File: src/rtl/uevt_pkg.sv
`timescale 1ns/1ps
package uevt_pkg;

  typedef enum logic [3:0] {
    ID_MODEM   = 4'h0,
    ID_NONE    = 4'h1,
    ID_TXEMPTY = 4'h2,
    ID_RXDATA  = 4'h4,
    ID_LINE    = 4'h6,
    ID_TIMEOUT = 4'hC
  } irq_id_e;

  // Trigger level for a 2-bit selection, scaled from the FIFO depth.
  function automatic int unsigned trig_level(input logic [1:0] sel, input int unsigned depth);
    int unsigned eighth;
    eighth = (depth / 8 == 0) ? 1 : depth / 8;
    case (sel)
      2'd0:    return eighth;
      2'd1:    return depth / 4;
      2'd2:    return depth / 2;
      default: return depth - eighth;
    endcase
  endfunction

endpackage

File: src/rtl/uevt_trig.sv
`timescale 1ns/1ps
module uevt_trig #(
  parameter int DEPTH = 64,
  parameter int CW    = $clog2(DEPTH + 1)
) (
  input  logic          fifo_en,
  input  logic [1:0]    trig_sel,
  input  logic [CW-1:0] rx_count,
  input  logic [CW-1:0] tx_count,
  output logic          rx_at_trig,
  output logic          tx_space_ok
);
  localparam logic [CW-1:0] DEPTH_C = CW'(DEPTH);

  logic [CW-1:0] lvl_tab [4];

  for (genvar g = 0; g < 4; g++) begin : g_lvl
    assign lvl_tab[g] = CW'(uevt_pkg::trig_level(2'(g), DEPTH));
  end

  logic [CW-1:0] level;
  logic [CW-1:0] free_space;

  always_comb begin
    level       = lvl_tab[trig_sel];
    free_space  = DEPTH_C - tx_count;
    rx_at_trig  = fifo_en ? (rx_count >= level) : (rx_count != '0);
    tx_space_ok = (free_space >= level);
  end
endmodule

File: src/rtl/uevt_errtrack.sv
`timescale 1ns/1ps
module uevt_errtrack #(
  parameter int DEPTH = 64,
  parameter int CW    = $clog2(DEPTH + 1)
) (
  input  logic clk,
  input  logic rst,
  input  logic push_err,
  input  logic pop_err,
  output logic fifo_err
);
  logic [CW-1:0] cnt_q, cnt_d;

  always_comb begin
    cnt_d = cnt_q;
    if (push_err && !pop_err)      cnt_d = cnt_q + 1'b1;
    else if (pop_err && !push_err) cnt_d = cnt_q - 1'b1;
  end

  always_ff @(posedge clk) begin
    if (rst) begin
      cnt_q    <= '0;
      fifo_err <= 1'b0;
    end else begin
      cnt_q    <= cnt_d;
      fifo_err <= (cnt_d != '0);
    end
  end

  p_push_flags_r7: assert property (@(posedge clk) disable iff (rst)
    (push_err && !pop_err) |=> fifo_err);

  p_no_underflow_r7: assert property (@(posedge clk) disable iff (rst)
    !(pop_err && !push_err && cnt_q == '0));
endmodule

File: src/rtl/uevt_dma.sv
`timescale 1ns/1ps
module uevt_dma (
  input  logic clk,
  input  logic rst,
  input  logic fifo_en,
  input  logic dma_mode,
  input  logic rx_empty,
  input  logic rx_at_trig,
  input  logic timeout_live,
  input  logic tx_empty,
  input  logic tx_full,
  input  logic tx_space_ok,
  output logic rxrdy_n,
  output logic txrdy_n
);
  logic block_mode;
  logic rx_act_q, rx_act_d;
  logic tx_act_q, tx_act_d;

  always_comb begin
    block_mode = fifo_en && dma_mode;
    if (block_mode) begin
      if (rx_empty)                        rx_act_d = 1'b0;
      else if (rx_at_trig || timeout_live) rx_act_d = 1'b1;
      else                                 rx_act_d = rx_act_q;
      if (tx_full)                         tx_act_d = 1'b0;
      else if (tx_space_ok)                tx_act_d = 1'b1;
      else                                 tx_act_d = tx_act_q;
    end else begin
      rx_act_d = !rx_empty;
      tx_act_d = tx_empty;
    end
  end

  always_ff @(posedge clk) begin
    if (rst) begin
      rx_act_q <= 1'b0;
      tx_act_q <= 1'b0;
    end else begin
      rx_act_q <= rx_act_d;
      tx_act_q <= tx_act_d;
    end
  end

  assign rxrdy_n = !rx_act_q;
  assign txrdy_n = !tx_act_q;

  p_rx_empty_idle_r9: assert property (@(posedge clk) disable iff (rst)
    rx_empty |=> rxrdy_n);

  p_tx_full_busy_r10: assert property (@(posedge clk) disable iff (rst)
    (fifo_en && dma_mode && tx_full) |=> txrdy_n);

  p_char_mode_tx_r8: assert property (@(posedge clk) disable iff (rst)
    (!dma_mode && tx_empty) |=> !txrdy_n);
endmodule

File: src/rtl/uevt_prio.sv
`timescale 1ns/1ps
module uevt_prio
  import uevt_pkg::*;
(
  input  logic       clk,
  input  logic       rst,
  input  logic [3:0] ier,
  input  logic       line_err,
  input  logic       rx_at_trig,
  input  logic       timeout_live,
  input  logic       tx_empty,
  input  logic       modem_chg,
  input  logic       tx_write,
  input  logic       isr_read,
  output logic [3:0] irq_id,
  output logic       irq
);
  irq_id_e id_q, id_d;
  logic    irq_q;
  logic    thre_pend_q, thre_pend_d;
  logic    empty_q, ier1_q;
  logic    thre_set;

  // Transmit-empty becomes pending on an edge: FIFO drains or enable rises.
  always_comb begin
    thre_set    = ier[1] && tx_empty && (!empty_q || !ier1_q);
    thre_pend_d = thre_pend_q;
    if (tx_write)                            thre_pend_d = 1'b0;
    else if (isr_read && id_q == ID_TXEMPTY) thre_pend_d = 1'b0;
    else if (thre_set)                       thre_pend_d = 1'b1;
  end

  always_comb begin
    if (ier[2] && line_err)          id_d = ID_LINE;
    else if (ier[0] && rx_at_trig)   id_d = ID_RXDATA;
    else if (ier[0] && timeout_live) id_d = ID_TIMEOUT;
    else if (ier[1] && thre_pend_q)  id_d = ID_TXEMPTY;
    else if (ier[3] && modem_chg)    id_d = ID_MODEM;
    else                             id_d = ID_NONE;
  end

  always_ff @(posedge clk) begin
    if (rst) begin
      id_q        <= ID_NONE;
      irq_q       <= 1'b0;
      thre_pend_q <= 1'b0;
      empty_q     <= 1'b1;
      ier1_q      <= 1'b0;
    end else begin
      id_q        <= id_d;
      irq_q       <= (id_d != ID_NONE);
      thre_pend_q <= thre_pend_d;
      empty_q     <= tx_empty;
      ier1_q      <= ier[1];
    end
  end

  assign irq_id = id_q;
  assign irq    = irq_q;

  p_irq_matches_id_r6: assert property (@(posedge clk) disable iff (rst)
    irq_q == (id_q != ID_NONE));

  p_write_clears_thre_r5: assert property (@(posedge clk) disable iff (rst)
    tx_write |=> !thre_pend_q);

  p_line_wins_r2: assert property (@(posedge clk) disable iff (rst)
    (ier[2] && line_err) |=> id_q == ID_LINE);

  p_masked_rx_r3: assert property (@(posedge clk) disable iff (rst)
    (ier == 4'b0000) |=> id_q == ID_NONE);
endmodule

File: src/rtl/uart_evt_ctrl.sv
`timescale 1ns/1ps
module uart_evt_ctrl #(
  parameter int DEPTH = 64,
  parameter int CW    = $clog2(DEPTH + 1)
) (
  input  logic          clk,
  input  logic          rst,
  input  logic          fifo_en,
  input  logic          dma_mode,
  input  logic [1:0]    trig_sel,
  input  logic [3:0]    ier,
  input  logic [CW-1:0] rx_count,
  input  logic [CW-1:0] tx_count,
  input  logic          rx_line_err,
  input  logic          rx_timeout,
  input  logic          modem_chg,
  input  logic          rx_push_err,
  input  logic          rx_pop_err,
  input  logic          tx_write,
  input  logic          isr_read,
  output logic [3:0]    irq_id,
  output logic          irq,
  output logic          rxrdy_n,
  output logic          txrdy_n,
  output logic          fifo_err
);
  localparam logic [CW-1:0] DEPTH_C = CW'(DEPTH);

  logic rx_at_trig, tx_space_ok;
  logic rx_empty, tx_empty, tx_full, timeout_live;

  assign rx_empty     = (rx_count == '0);
  assign tx_empty     = (tx_count == '0);
  assign tx_full      = (tx_count == DEPTH_C);
  assign timeout_live = rx_timeout && !rx_empty;

  uevt_trig #(.DEPTH(DEPTH), .CW(CW)) u_trig (
    .fifo_en     (fifo_en),
    .trig_sel    (trig_sel),
    .rx_count    (rx_count),
    .tx_count    (tx_count),
    .rx_at_trig  (rx_at_trig),
    .tx_space_ok (tx_space_ok)
  );

  uevt_prio u_prio (
    .clk          (clk),
    .rst          (rst),
    .ier          (ier),
    .line_err     (rx_line_err),
    .rx_at_trig   (rx_at_trig),
    .timeout_live (timeout_live),
    .tx_empty     (tx_empty),
    .modem_chg    (modem_chg),
    .tx_write     (tx_write),
    .isr_read     (isr_read),
    .irq_id       (irq_id),
    .irq          (irq)
  );

  uevt_dma u_dma (
    .clk          (clk),
    .rst          (rst),
    .fifo_en      (fifo_en),
    .dma_mode     (dma_mode),
    .rx_empty     (rx_empty),
    .rx_at_trig   (rx_at_trig),
    .timeout_live (timeout_live),
    .tx_empty     (tx_empty),
    .tx_full      (tx_full),
    .tx_space_ok  (tx_space_ok),
    .rxrdy_n      (rxrdy_n),
    .txrdy_n      (txrdy_n)
  );

  uevt_errtrack #(.DEPTH(DEPTH), .CW(CW)) u_err (
    .clk      (clk),
    .rst      (rst),
    .push_err (rx_push_err),
    .pop_err  (rx_pop_err),
    .fifo_err (fifo_err)
  );
endmodule

File: config.mk
export PLATFORM = sky130hd
export DESIGN_NAME = uart_evt_ctrl
export DESIGN_NICKNAME = d
export VERILOG_FILES = /design/src/rtl/uevt_pkg.sv /design/src/rtl/uevt_trig.sv /design/src/rtl/uevt_errtrack.sv /design/src/rtl/uevt_dma.sv /design/src/rtl/uevt_prio.sv /design/src/rtl/uart_evt_ctrl.sv
export SDC_FILE = /design/constraint.sdc
export NUM_CORES = 1
export LEC_CHECK = 0
export BUFFER_PORTS_ARGS = -buffer_cell sky130_fd_sc_hd__buf_2
export CORE_UTILIZATION = 52
export DETAILED_ROUTE_END_ITERATION = 16
export GPL_TIMING_DRIVEN = 0
export PLACE_DENSITY_LB_ADDON = 0.3
export SYNTH_ARGS = -nofsm -noshare
export SYNTH_HDL_FRONTEND = slang
export SYNTH_SLANG_ARGS = --single-unit
File: constraint.sdc
create_clock -name clk -period 3.4 [get_ports clk]
set_input_delay 0.51 -clock clk [delete_from_list [all_inputs] [get_ports clk]]
set_output_delay 0.51 -clock clk [all_outputs]
set_load 0.01 [all_outputs]
* Word level (Yosys, flattened, before mapping)
Cells that the tools add are included.
Cells by class: $add $sub $neg 3, $lt $le $gt $ge 3, equal/unequal tests 5, mux-type cells 17, bitwise gates (word level) 1, reductions and logical operators 26
Operators with widths (number):
- $mux 7 | 4
- $mux 4 | 4
- $bmux 7 s2 | 1
- $ge 7x7->1 | 2
- $logic_not 7->1 | 2
- $reduce_bool 7->1 | 2
- $logic_and 1x1->1 | 12
- $mux 1 | 8
- $add 7x1->7 const B | 1
- $eq 7x7->1 const B | 1
- $logic_not 1->1 | 7
- $sub 7x1->7 const B | 1
- $sub 7x7->7 const A | 1
- $eq 4x2->1 const B | 1
- $ne 4x1->1 const B | 1
- $ge 3x3->1 const B | 1
- $ne 3x2->1 const B | 1
- $ne 3x3->1 const B | 1
- $not 2->3 | 1
- $reduce_or 3->1 | 1
- $logic_or 1x1->1 | 2
Word-level totals: bits in registers 18, input port bits 31, output and inout bits 8

* Logic depth before layout (Yosys ltp)
Gate-level depths: netlist (run 1).
depth in word-level cells 10, mapped depth 8, gate-level depth less buffers 8

* By module
A second synthesis (run 1) with hierarchy kept.
Unflattened totals: cell total of the unflattened synthesis 128, area total of the unflattened synthesis 1232.4 um^2
By module, submodules not included:
- uevt_errtrack | times used 1, cells an instance 55, area each 530.5 um^2
- uevt_prio | times used 1, cells an instance 25, area each 266.5 um^2
- uevt_trig | times used 1, cells an instance 31, area each 254.0 um^2
- uevt_dma | times used 1, cells an instance 11, area each 120.1 um^2
- uart_evt_ctrl | times used 1, cells an instance 6, area each 61.3 um^2

* Least setup slack after synthesis (run 1)
OpenSTA, ideal clock, no wires.
kind input-to-reg, start point in tx_count[2], end point reg u_prio.thre_pend_q, setup time 0.103 ns, data arrival time 1.845 ns, path slack 1.451 ns, stages on the path 5, cells stage by stage or3_4 > or4_4 > nor2_4 > a31oi_1 > a2111oi_2
Between the ends: longest elaborated chain between the ends 3
Ends and longest elaborated chain:
- start, declared | RTL line uart_evt_ctrl.sv:13 | input logic [CW-1:0] tx_count,
- $logic_not 7->1 | RTL line uart_evt_ctrl.sv:33 | assign tx_empty = (tx_count == '0);
- $logic_and 1x1->1 (2 in series) | RTL line uevt_prio.sv:26 | thre_set = ier[1] && tx_empty && (!empty_q || !ier1_q);
- end signal, assigned | RTL line uevt_prio.sv:52 | thre_pend_q <= thre_pend_d;
- end, declared | RTL line uevt_prio.sv:20 | logic thre_pend_q, thre_pend_d;
Every way passes these cells. A chain may end at the register's enable or synchronous reset.

* Worst setup path after layout (run 1)
start point in tx_count[2], end point reg u_dma.tx_act_q
Between the ends: longest elaborated chain between the ends 3, elaborated cells between the ends (all ways) 7, those cells by class 1 x add/sub; 1 x order compare; 2 x eq/ne; 2 x mux; 1 x reduce/logical
Ends and longest elaborated chain:
- $sub 7x7->7 or $eq 7x7->1 (tied branches) | RTL line uevt_trig.sv:26, uart_evt_ctrl.sv:34
- $ge 7x7->1 or $mux 1 (tied branches) | RTL line uevt_trig.sv:28, uevt_dma.sv:26
- $ne 3x3->1 (no source line) or $mux 1 (tied branches)
- end signal, assigned | RTL line uevt_dma.sv:41 | tx_act_q <= tx_act_d;
- end, declared | RTL line uevt_dma.sv:18 | logic tx_act_q, tx_act_d;
Parallel ways exist; a longest one is shown, timed or not.

==> results.txt, run 1 <==
----------------------------------------------------
[Clocking]
  Number of buffers inserted during clock tree synthesis ... 3
  Max Root-Sink Buffers ... 2
  Post-CTS Resized ... 0
  H-tree depth reported by CTS ... 1
  Clk sink count ... 18
  Clock slew at reported path FFs ... 0.10 ns
  Post-CTS Setup Bufs ... 0
  Post-cts hold buffer count ... 0
  CTS tree ... yes
  Insertion delay of the later-clocked pin in the worst-skew pair ... 0.29 ns
  Root Buffer ... sky130_fd_sc_hd__clkbuf_4

[Yosys]
  Synthesized instance count ... 122
  Average cell area after synthesis ... 8.71 um^2
  Synth top area share ... 33.9%
  Net count after synthesis ... 161
  Cell type contributing the most total cell area after synthesis ... sky130_fd_sc_hd__dfxtp_1
  Share of synthesized area occupied by flip-flops and latches ... 33.9%
  Post-synthesis instance area ... 1060 um^2
  Largest cells by area after synthesis ... sky130_fd_sc_hd__dfxtp_1 (34%), sky130_fd_sc_hd__ha_1 (9.4%), sky130_fd_sc_hd__xnor2_1 (5.8%)
  Synth warnings ... 0
  Flops & latches, synth ... 18
  Distinct cell type count of the synthesized netlist ... 36

[Floorplan]
  Full die area ... 2230 um^2
  Overall die width ... 47.2 um
  Vertical die dimension ... 47.2 um
  Total I/O pin count ... 39
  Count of standard-cell rows ... 15
  Area of the placeable core ... 1820 um^2
  Starting utilization of the core area ... 58.4%

[Critical path]
  Startpoint of the lowest-slack register-to-register path ... u_err.cnt_q[0]$_SDFF_PP0_
  Worst reg2reg path depth ... 6
  Worst Path Class, Setup ... input port to flip-flop
  Sort of element at the end of the critical path ... flip-flop
  Arrival time of the worst setup path ... 2.07 ns
  CP max FO ... 5
  Critical register-to-register path endpoint ... u_err.fifo_err$_SDFF_PP0_
  First element of the critical path ... tx_count[2]
  Slack of the worst reg-to-reg path ... 1.66 ns
  Endpoint of the most critical setup path ... u_dma.tx_act_q$_SDFFE_PP0P_
  Worst path required time ... 3.58 ns
  Startpoint types ... input port

[GRT]
  Largest net degree at the start of global routing ... 11
  First-pass GRT wire length ... 3840 um
  Total routing usage reported by global routing ... 24.5%
  Number of global-route vias before repair ... 997
  Congestion Overflow GR ... 0
  Initial antenna violation count ... 0

[Finish]
  Count of inserted antenna diode cells ... 0
  Share of final-layout standard cells stronger than drive strength 1 ... 31.7%
  Net total in the final layout ... 204
  Leading cell type in the layout, fill and taps excluded ... sky130_fd_sc_hd__buf_2
  Most used cells in the layout excluding fill and tap cells ... sky130_fd_sc_hd__buf_2 (38), sky130_fd_sc_hd__dfxtp_1 (18), sky130_fd_sc_hd__nor2_1 (12), sky130_fd_sc_hd__inv_1 (10), sky130_fd_sc_hd__ha_1 (8)
  Synth-to-Final Area Change ... 24.3%

[Timing]
  Fin. Hold Viols ... 0
  Final clock skew ... 0.0113 ns
  Post-route fraction of the period consumed by the critical path ... 55.7%
  Measured slew at the worst slew-check pin ... 0.453 ns
  Max_slew headroom ... 69.8%
  Final-layout setup total negative slack ... 0 ns
  Worst-case hold slack ... 0.389 ns
  Count of pins over their slew limit ... 0
  Crit path time final ... 1.89 ns
  RSZ-0062 raised after global routing ... no
  Count of final setup violators ... 0
  Highest clock rate ... 528 MHz

[Drt]
  Drt initial violations ... 22
  ANT nets after route ... 0
  Length of the first detailed-routing pass in iterations ... 4
  Remaining DRCs ... 0
  Via count ... 1,065
  Number of vias per cell ... 5.63
  Average wire per standard cell ... 12.5 um
  Detailed-route wire length ... 2370 um

[Pwr]
  Highest ir drop seen on vdd ... 0.330 mV
  Power density relative to cell area ... 406 nW/um^2
  Final Power ... 536 uW
  Leak Pwr ... 0.593 nW

[Hold path]
  Min-Delay Path Class ... input port to flip-flop

[Outcome]
  Result of the run ... complete, no violations

[Placement]
  DP HPWL ... 1900 um
  Port bufs ... 38
  Final GP Congestion ... 0.834

[Run]
  Maximum Capacitance Violations ... 0

----------------------------------------------------
==> synthesized netlist by cell type, drive strengths merged <==
library cell and count:
a2111oi 1, a211oi 1, a21boi 1, a21o 1
a21oi 3, a22oi 3, a31o 1, a31oi 5
a32oi 2, and2 1, and3 1, and4b 1
clkbuf 2, dfxtp 18, ha 8, inv 10
mux2 1, nand2 5, nand3 3, nand4 2
nor2 13, nor2b 7, nor3 7, nor4 1
nor4b 1, o2111ai 1, o21a 3, o21ai 4
o221ai 1, or2 1, or3 1, or4 3
xnor2 7, xor2 2
==> sequential cells by signal, indices dropped and copies added (netlist names) <==
signal,flops
u_dma.rx_act_q,1
u_err.fifo_err,1
u_err.cnt_q,7
u_dma.tx_act_q,1
u_prio.irq,1
u_prio.empty_q,1
u_prio.irq_id,4
u_prio.thre_pend_q,1
u_prio.ier1_q,1
==> power breakdown <==
| group | switching (mW) | total, mW | internal, mW |
|---|---|---|---|
| Clock | 0.0633 | 0.128 | 0.0652 |
| Combinational | 0.0812 | 0.157 | 0.0756 |
| Sequential | 0.0183 | 0.251 | 0.233 |
==> layout make-up <==
class	count	area (um^2)
Sequential cell	18	360
Buffer	2	7.51
Fill cell	159	500
Multi-Input combinational cell	92	657
Clock buffer	4	36.3
Timing Repair Buffer	38	190
Inverter	10	37.5
Tap cell	25	31.3
==> cell families after synthesis <==
family	Yosys count	share of synthesized area [%]
flip-flops	18	33.9
buffers and inverters	12	4.24
XOR/XNOR	9	7.42
multiplexers	1	1.06
AO/OA/AOI/OAI	27	18.5
AND/OR/NAND/NOR	47	25.4
adder cells (fa/ha/maj)	8	9.42
==> worst min-delay path by stage <==
| stage | start | endpoint | slack [ns] | depth (start not counted) |
|---|---|---|---|---|
| after floorplan | u_prio.thre_pend_q$_SDFFE_PP0P_ | u_prio.irq_id[1]$_SDFF_PP0_ | 0.47 | 2 |
| after global placement | u_err.cnt_q[6]$_SDFF_PP0_ | u_err.cnt_q[6]$_SDFF_PP0_ | 0.49 | 2 |
| final | tx_write | u_prio.thre_pend_q$_SDFFE_PP0P_ | 0.39 | 2 |
| after detailed placement | u_err.cnt_q[6]$_SDFF_PP0_ | u_err.cnt_q[6]$_SDFF_PP0_ | 0.50 | 2 |
| after CTS | tx_write | u_prio.thre_pend_q$_SDFFE_PP0P_ | 0.38 | 2 |
| after global routing | tx_write | u_prio.thre_pend_q$_SDFFE_PP0P_ | 0.37 | 2 |
==> routing by layer <==
metal | GRT usage [%] | vias up | share of wire, %
li1 | - | 526 | -
met1 | 26.0 | 485 | 43
met2 | 45.3 | 46 | 49
met3 | 8.08 | 8 | 5.4
met4 | 8.00 | 0 | 2.3
met5 | 0 | - | 0
==> through the flow <==
stage	setup WS, ns	util [%]	std cells	cell area [um^2]
final	1.51	72.5	189	1320
after global routing	1.40	72.5	189	1320
after CTS	1.52	72.5	189	1320
after detailed placement	1.20	70.5	185	1280
after global placement	1.28	70.5	185	1280
after floorplan	1.45	-	122	1060
==> critical path: stages <==
cell	delay (ns)
sky130_fd_sc_hd__buf_2	0.10
sky130_fd_sc_hd__or3_4	0.40
sky130_fd_sc_hd__nor3_1	0.26
sky130_fd_sc_hd__xnor2_1	0.11
sky130_fd_sc_hd__ha_1	0.20
sky130_fd_sc_hd__nor3_1	0.18
sky130_fd_sc_hd__nand4_1	0.12
sky130_fd_sc_hd__a21oi_1	0.13
sky130_fd_sc_hd__nor3_1	0.06
No activity file was read; power rests on OpenSTA's default activity.
==> inputs of run 2 (changes only) <==
Settings changed: CORE_UTILIZATION 52 to 48.
Clock period 3.4 ns to 1.8 ns, I/O delays scaled along.
==> run 2 against run 1 <==
Compared with the run above: non-clock buffer count did not move; critical path depth fell by 3; first-iteration DRC count fell by 36%; cell area rose by 0.38%; clock skew fell by 0.0084 ns; worst hold slack got worse by 0.24 ns; critical path type unchanged; largest power group unchanged.
==> results.txt, run 2 (same netlist as run 1, synthesis figures left out) <==
----------------------------------------------------
[Drt]
  Remaining DRCs ... 0
  Drt initial violations ... 14
  Average wire per standard cell ... 12.2 um
  Detailed-route wire length ... 2340 um
  Length of the first detailed-routing pass in iterations ... 4
  Number of vias per cell ... 5.39
  Via count ... 1,030
  ANT nets after route ... 0

[Floorplan]
  Count of standard-cell rows ... 16
  Full die area ... 2410 um^2
  Overall die width ... 49.0 um
  Vertical die dimension ... 49.0 um
  Starting utilization of the core area ... 52.5%
  Total I/O pin count ... 39
  Area of the placeable core ... 2020 um^2

[Placement]
  Port bufs ... 38
  Placed standard-cell area ... 1290 um^2
  Post-placement setup slack ... -0.174 ns
  Post-Place Cells ... 187
  Final GP Congestion ... 0.813
  DP HPWL ... 1900 um

[Run]
  Maximum Capacitance Violations ... 0

[Hold path]
  Min-Delay Path Class ... input port to flip-flop

[Clocking]
  Number of buffers inserted during clock tree synthesis ... 3
  Insertion delay of the later-clocked pin in the worst-skew pair ... 0.29 ns
  Root Buffer ... sky130_fd_sc_hd__clkbuf_4
  Clock slew at reported path FFs ... 0.10 ns
  Post-CTS Resized ... 0
  Post-cts hold buffer count ... 0
  CTS tree ... yes
  H-tree depth reported by CTS ... 1
  Max Root-Sink Buffers ... 2
  Clk sink count ... 18
  Post-CTS Setup Bufs ... 0

[Timing]
  Max_slew headroom ... 67.6%
  Count of pins over their slew limit ... 0
  Crit path time final ... 1.66 ns
  Count of final setup violators ... 0
  RSZ-0062 raised after global routing ... no
  Highest clock rate ... 603 MHz
  PnR worst setup slack ... 0.142 ns
  Final-layout setup total negative slack ... 0 ns
  Final clock skew ... 0.00292 ns
  Worst-case hold slack ... 0.144 ns
  Fin. Hold Viols ... 0
  Measured slew at the worst slew-check pin ... 0.486 ns
  Post-route fraction of the period consumed by the critical path ... 92.1%

[Finish]
  Most used cells in the layout excluding fill and tap cells ... sky130_fd_sc_hd__buf_2 (38), sky130_fd_sc_hd__dfxtp_1 (16), sky130_fd_sc_hd__nor2_1 (12), sky130_fd_sc_hd__inv_1 (10), sky130_fd_sc_hd__ha_1 (8)
  Net total in the final layout ... 204
  Synth-to-Final Area Change ... 24.7%
  Flip-flop count of the largest register, all copies and words added ... 7
  Share of final-layout standard cells stronger than drive strength 1 ... 32.9%
  Storage element area ... 363 um^2
  Total non-filler cell area in the finished layout ... 1330 um^2
  Final-layout fill cell count ... 189
  Number of standard cells in the final layout excluding fillers ... 191
  Top reg by flops ... u_err.cnt_q
  Area taken by multi-input logic gates ... 657 um^2
  Count of inserted antenna diode cells ... 0
  Leading cell type in the layout, fill and taps excluded ... sky130_fd_sc_hd__buf_2

[Critical path]
  Sort of element at the end of the critical path ... flip-flop
  Worst Path Class, Setup ... input port to flip-flop
  Startpoint of the lowest-slack register-to-register path ... u_err.cnt_q[0]$_SDFF_PP0_
  Worst reg2reg path depth ... 6
  Arrival time of the worst setup path ... 1.82 ns
  Slack of the worst reg-to-reg path ... 0.15 ns
  CP max FO ... 3
  Endpoint of the most critical setup path ... u_prio.irq_id[2]$_SDFF_PP0_
  Critical register-to-register path endpoint ... u_err.fifo_err$_SDFF_PP0_
  Worst path required time ... 1.96 ns
  First element of the critical path ... rx_count[1]
  Startpoint types ... input port

[Pwr]
  Leak Pwr ... 0.594 nW
  Highest ir drop seen on vdd ... 0.458 mV
  Power density relative to cell area ... 765 nW/um^2

[GRT]
  Congestion Overflow GR ... 0
  Initial antenna violation count ... 0
  Number of global-route vias before repair ... 985
  Total routing usage reported by global routing ... 21.2%
  Largest net degree at the start of global routing ... 11
  First-pass GRT wire length ... 4000 um

[Outcome]
  Result of the run ... complete, no violations

----------------------------------------------------
-- run 2: per-stage QoR --
| step | util, % | power (mW) |
|---|---|---|
| final | 65.5 | 1.01 |
| after global routing | 65.5 | 1.08 |
| after CTS | 65.4 | 1.02 |
| after detailed placement | 63.6 | 0.771 |
| after global placement | 63.6 | 0.757 |
| after floorplan | - | 0.671 |
-- run 2: worst min-delay path by stage --
stage              from                         endpoint  slack [ns]  depth (start not counted)
6_report       tx_write  u_prio.thre_pend_q$_SDFFE_PP0P_        0.14                          2
5_1_grt        tx_write  u_prio.thre_pend_q$_SDFFE_PP0P_        0.14                          2
4_1_cts        tx_write  u_prio.thre_pend_q$_SDFFE_PP0P_        0.14                          2
3_5_place_dp   tx_write  u_prio.thre_pend_q$_SDFFE_PP0P_        0.46                          2
3_3_place_gp   tx_write  u_prio.thre_pend_q$_SDFFE_PP0P_        0.46                          2
2_1_floorplan       rst  u_prio.thre_pend_q$_SDFFE_PP0P_        0.34                          1
-- run 2: cell type report --
cell class,instances,share of cell area [%]
multi-input combinational,92,49.6
sequential,18,27.4
timing repair buffer,38,14.4
inverter,10,2.83
clock buffer,4,2.74
tap,27,2.55
buffer,2,0.567
-- run 2: worst max-delay path, stage by stage --
cell                      delay, ns
sky130_fd_sc_hd__buf_2         0.10
sky130_fd_sc_hd__or4_4         0.53
sky130_fd_sc_hd__or4_4         0.44
sky130_fd_sc_hd__o21ai_2       0.17
sky130_fd_sc_hd__o21a_1        0.20
sky130_fd_sc_hd__o21ai_0       0.11
-- run 2: routing by layer --
metal / track usage (%) / vias up / share of wire [%]
met2: 37.7 / 38 / 51
li1: - / 527 / -
met3: 4.05 / 2 / 4.8
met5: 0 / - / 0
met1: 25.7 / 463 / 43
met4: 5.88 / 0 / 0.60
-- run 2: power breakdown --
group / switching [mW] / internal, mW / total (mW)
Combinational: 0.150 / 0.142 / 0.292
Clock: 0.124 / 0.123 / 0.247
Sequential: 0.0329 / 0.442 / 0.475
==> inputs of run 3 (changes only) <==
Settings changed: CORE_UTILIZATION 48 to 45.
==> run 3 against run 2 <==
Compared with the run above: die area rose by 6.4%; clock skew barely moved; setup slack got worse by 0.019 ns; largest power group unchanged; largest cell class unchanged; critical path type is now flip-flop to flip-flop.
==> results.txt, run 3 (same netlist as run 1, synthesis figures left out) <==
----------------------------------------------------
[Outcome]
  Result of the run ... complete, no violations

[Pwr]
  Leak Pwr ... 0.595 nW
  Sw Ratio ... 30.9%
  Power density relative to cell area ... 768 nW/um^2
  Net load switching power ... 317 uW
  Portion of total power attributed to sequential cells ... 46.4%
  Share of power burned in the clock network ... 24.2%
  Final Power ... 1.03 mW
  Relative contribution of combinational cells to total power ... 29.4%
  Total internal power ... 710 uW
  Highest ir drop seen on vdd ... 0.424 mV

[Hold path]
  Min-Delay Path Class ... input port to flip-flop

[Timing]
  Fin. Hold Viols ... 0
  Post-route fraction of the period consumed by the critical path ... 93.2%
  Max_slew headroom ... 69.0%
  Highest clock rate ... 596 MHz
  Crit path time final ... 1.68 ns
  Final clock skew ... 0.00278 ns
  RSZ-0062 raised after global routing ... no
  Measured slew at the worst slew-check pin ... 0.465 ns
  Count of final setup violators ... 0
  Count of pins over their slew limit ... 0

[GRT]
  Initial antenna violation count ... 0
  Largest net degree at the start of global routing ... 11
  Congestion Overflow GR ... 0
  Number of global-route vias before repair ... 942
  Total routing usage reported by global routing ... 19.2%
  First-pass GRT wire length ... 3750 um

[Clocking]
  Post-cts hold buffer count ... 0
  Post-CTS Setup Bufs ... 0
  H-tree depth reported by CTS ... 1
  Number of buffers inserted during clock tree synthesis ... 3
  Root Buffer ... sky130_fd_sc_hd__clkbuf_4
  Insertion delay of the later-clocked pin in the worst-skew pair ... 0.29 ns
  CTS tree ... yes
  Clock slew at reported path FFs ... 0.10 ns
  Max Root-Sink Buffers ... 2
  Clk sink count ... 18

[Floorplan]
  Full die area ... 2560 um^2
  Overall die width ... 50.6 um
  Count of standard-cell rows ... 17
  Vertical die dimension ... 50.6 um
  Total I/O pin count ... 39
  Area of the placeable core ... 2210 um^2
  Starting utilization of the core area ... 48.0%

[Run]
  Maximum Capacitance Violations ... 0

[Finish]
  Final-layout fill cell count ... 203
  Count of inserted antenna diode cells ... 0
  Total non-filler cell area in the finished layout ... 1340 um^2
  Share of final-layout standard cells stronger than drive strength 1 ... 34.1%
  Most used cells in the layout excluding fill and tap cells ... sky130_fd_sc_hd__buf_2 (38), sky130_fd_sc_hd__dfxtp_1 (16), sky130_fd_sc_hd__nor2_1 (12), sky130_fd_sc_hd__inv_1 (10), sky130_fd_sc_hd__ha_1 (8)
  Top reg by flops ... u_err.cnt_q
  Flip-flop count of the largest register, all copies and words added ... 7
  Synth-to-Final Area Change ... 25.9%
  Net total in the final layout ... 204
  Leading cell type in the layout, fill and taps excluded ... sky130_fd_sc_hd__buf_2

[Critical path]
  Startpoint types ... flip-flop
  Worst Path Class, Setup ... flip-flop to flip-flop
  Arrival time of the worst setup path ... 1.89 ns
  Sort of element at the end of the critical path ... flip-flop
  Worst path required time ... 2.02 ns
  CP max FO ... 6

[Placement]
  Final GP Congestion ... 0.772
  Port bufs ... 38
  DP HPWL ... 1740 um
  Placed standard-cell area ... 1290 um^2

[Drt]
  ANT nets after route ... 0
  Average wire per standard cell ... 11.8 um
  Remaining DRCs ... 0
  Drt initial violations ... 15
  Via count ... 1,018
  Number of vias per cell ... 5.30
  Length of the first detailed-routing pass in iterations ... 4
  Detailed-route wire length ... 2260 um

----------------------------------------------------
[run 3: cell counts in the layout (fill, tap and decap cells not counted)]
Identical to the previous run, type by type.
[run 3: per-layer routing]
layer	track usage (%)	wire (um)
met5	0	0
met4	6.94	14
met3	2.12	107
met2	32.7	1050
met1	24.7	1090
[run 3: what timing repair did]
item / in CTS / in global routing
pin swaps: 0 / 1
setup endpoints to repair: 1 / 1
gates resized for setup: 1 / 3
hold endpoints to repair: 0 / 0
[run 3: metrics by stage]
step / cells / setup slack [ns] / setup TNS (ns) / hold slack (ns) / util [%]
after CTS: 192 / 0.0297 / 0 / 0.147 / 60.1
after global placement: 188 / -0.0857 / -0.405 / 0.450 / 58.2
final: 192 / 0.123 / 0 / 0.146 / 60.5
after detailed placement: 188 / -0.102 / -0.510 / 0.453 / 58.2
after global routing: 192 / 0.00113 / 0 / 0.129 / 60.5
after floorplan: 122 / 0.0913 / 0 / 0.339 / -
[run 3: final timing paths]
kind,start,end,slack (ns),cells past startpoint
hold reg to reg,u_prio.thre_pend_q$_SDFFE_PP0P_,u_prio.irq_id[1]$_SDFF_PP0_,0.53,2
setup / recovery,u_err.cnt_q[0]$_SDFF_PP0_,u_err.fifo_err$_SDFF_PP0_,0.12,6
hold / removal,tx_write,u_prio.thre_pend_q$_SDFFE_PP0P_,0.15,2
setup reg to reg,u_err.cnt_q[0]$_SDFF_PP0_,u_err.fifo_err$_SDFF_PP0_,0.12,6
[run 3: critical path: stages, from the launching register on]
cell and delay (ns):
sky130_fd_sc_hd__dfxtp_2 0.39, sky130_fd_sc_hd__inv_1 0.08, sky130_fd_sc_hd__ha_1 0.32, sky130_fd_sc_hd__mux2_2 0.35
sky130_fd_sc_hd__a22oi_2 0.22, sky130_fd_sc_hd__nor4_2 0.07, sky130_fd_sc_hd__a31oi_1 0.18
[run 3: final cells by class]
type | instances | area, um^2 | area share [%]
timing repair buffer | 38 | 190 | 14.2
sequential | 18 | 363 | 27.1
clock buffer | 4 | 36.3 | 2.71
multi-input combinational | 92 | 668 | 50.0
tap | 28 | 35.0 | 2.62
buffer | 2 | 7.51 | 0.561
inverter | 10 | 37.5 | 2.81
[run 3: power by group through the flow]
stage | clock, mW | combinational (mW) | sequential [mW]
floorplan | 0 | 0.190 | 0.481
CTS | 0.247 | 0.295 | 0.473
finish | 0.249 | 0.302 | 0.476
detailed placement | 0 | 0.283 | 0.482
global placement | 0 | 0.277 | 0.481
global route | 0.271 | 0.346 | 0.482
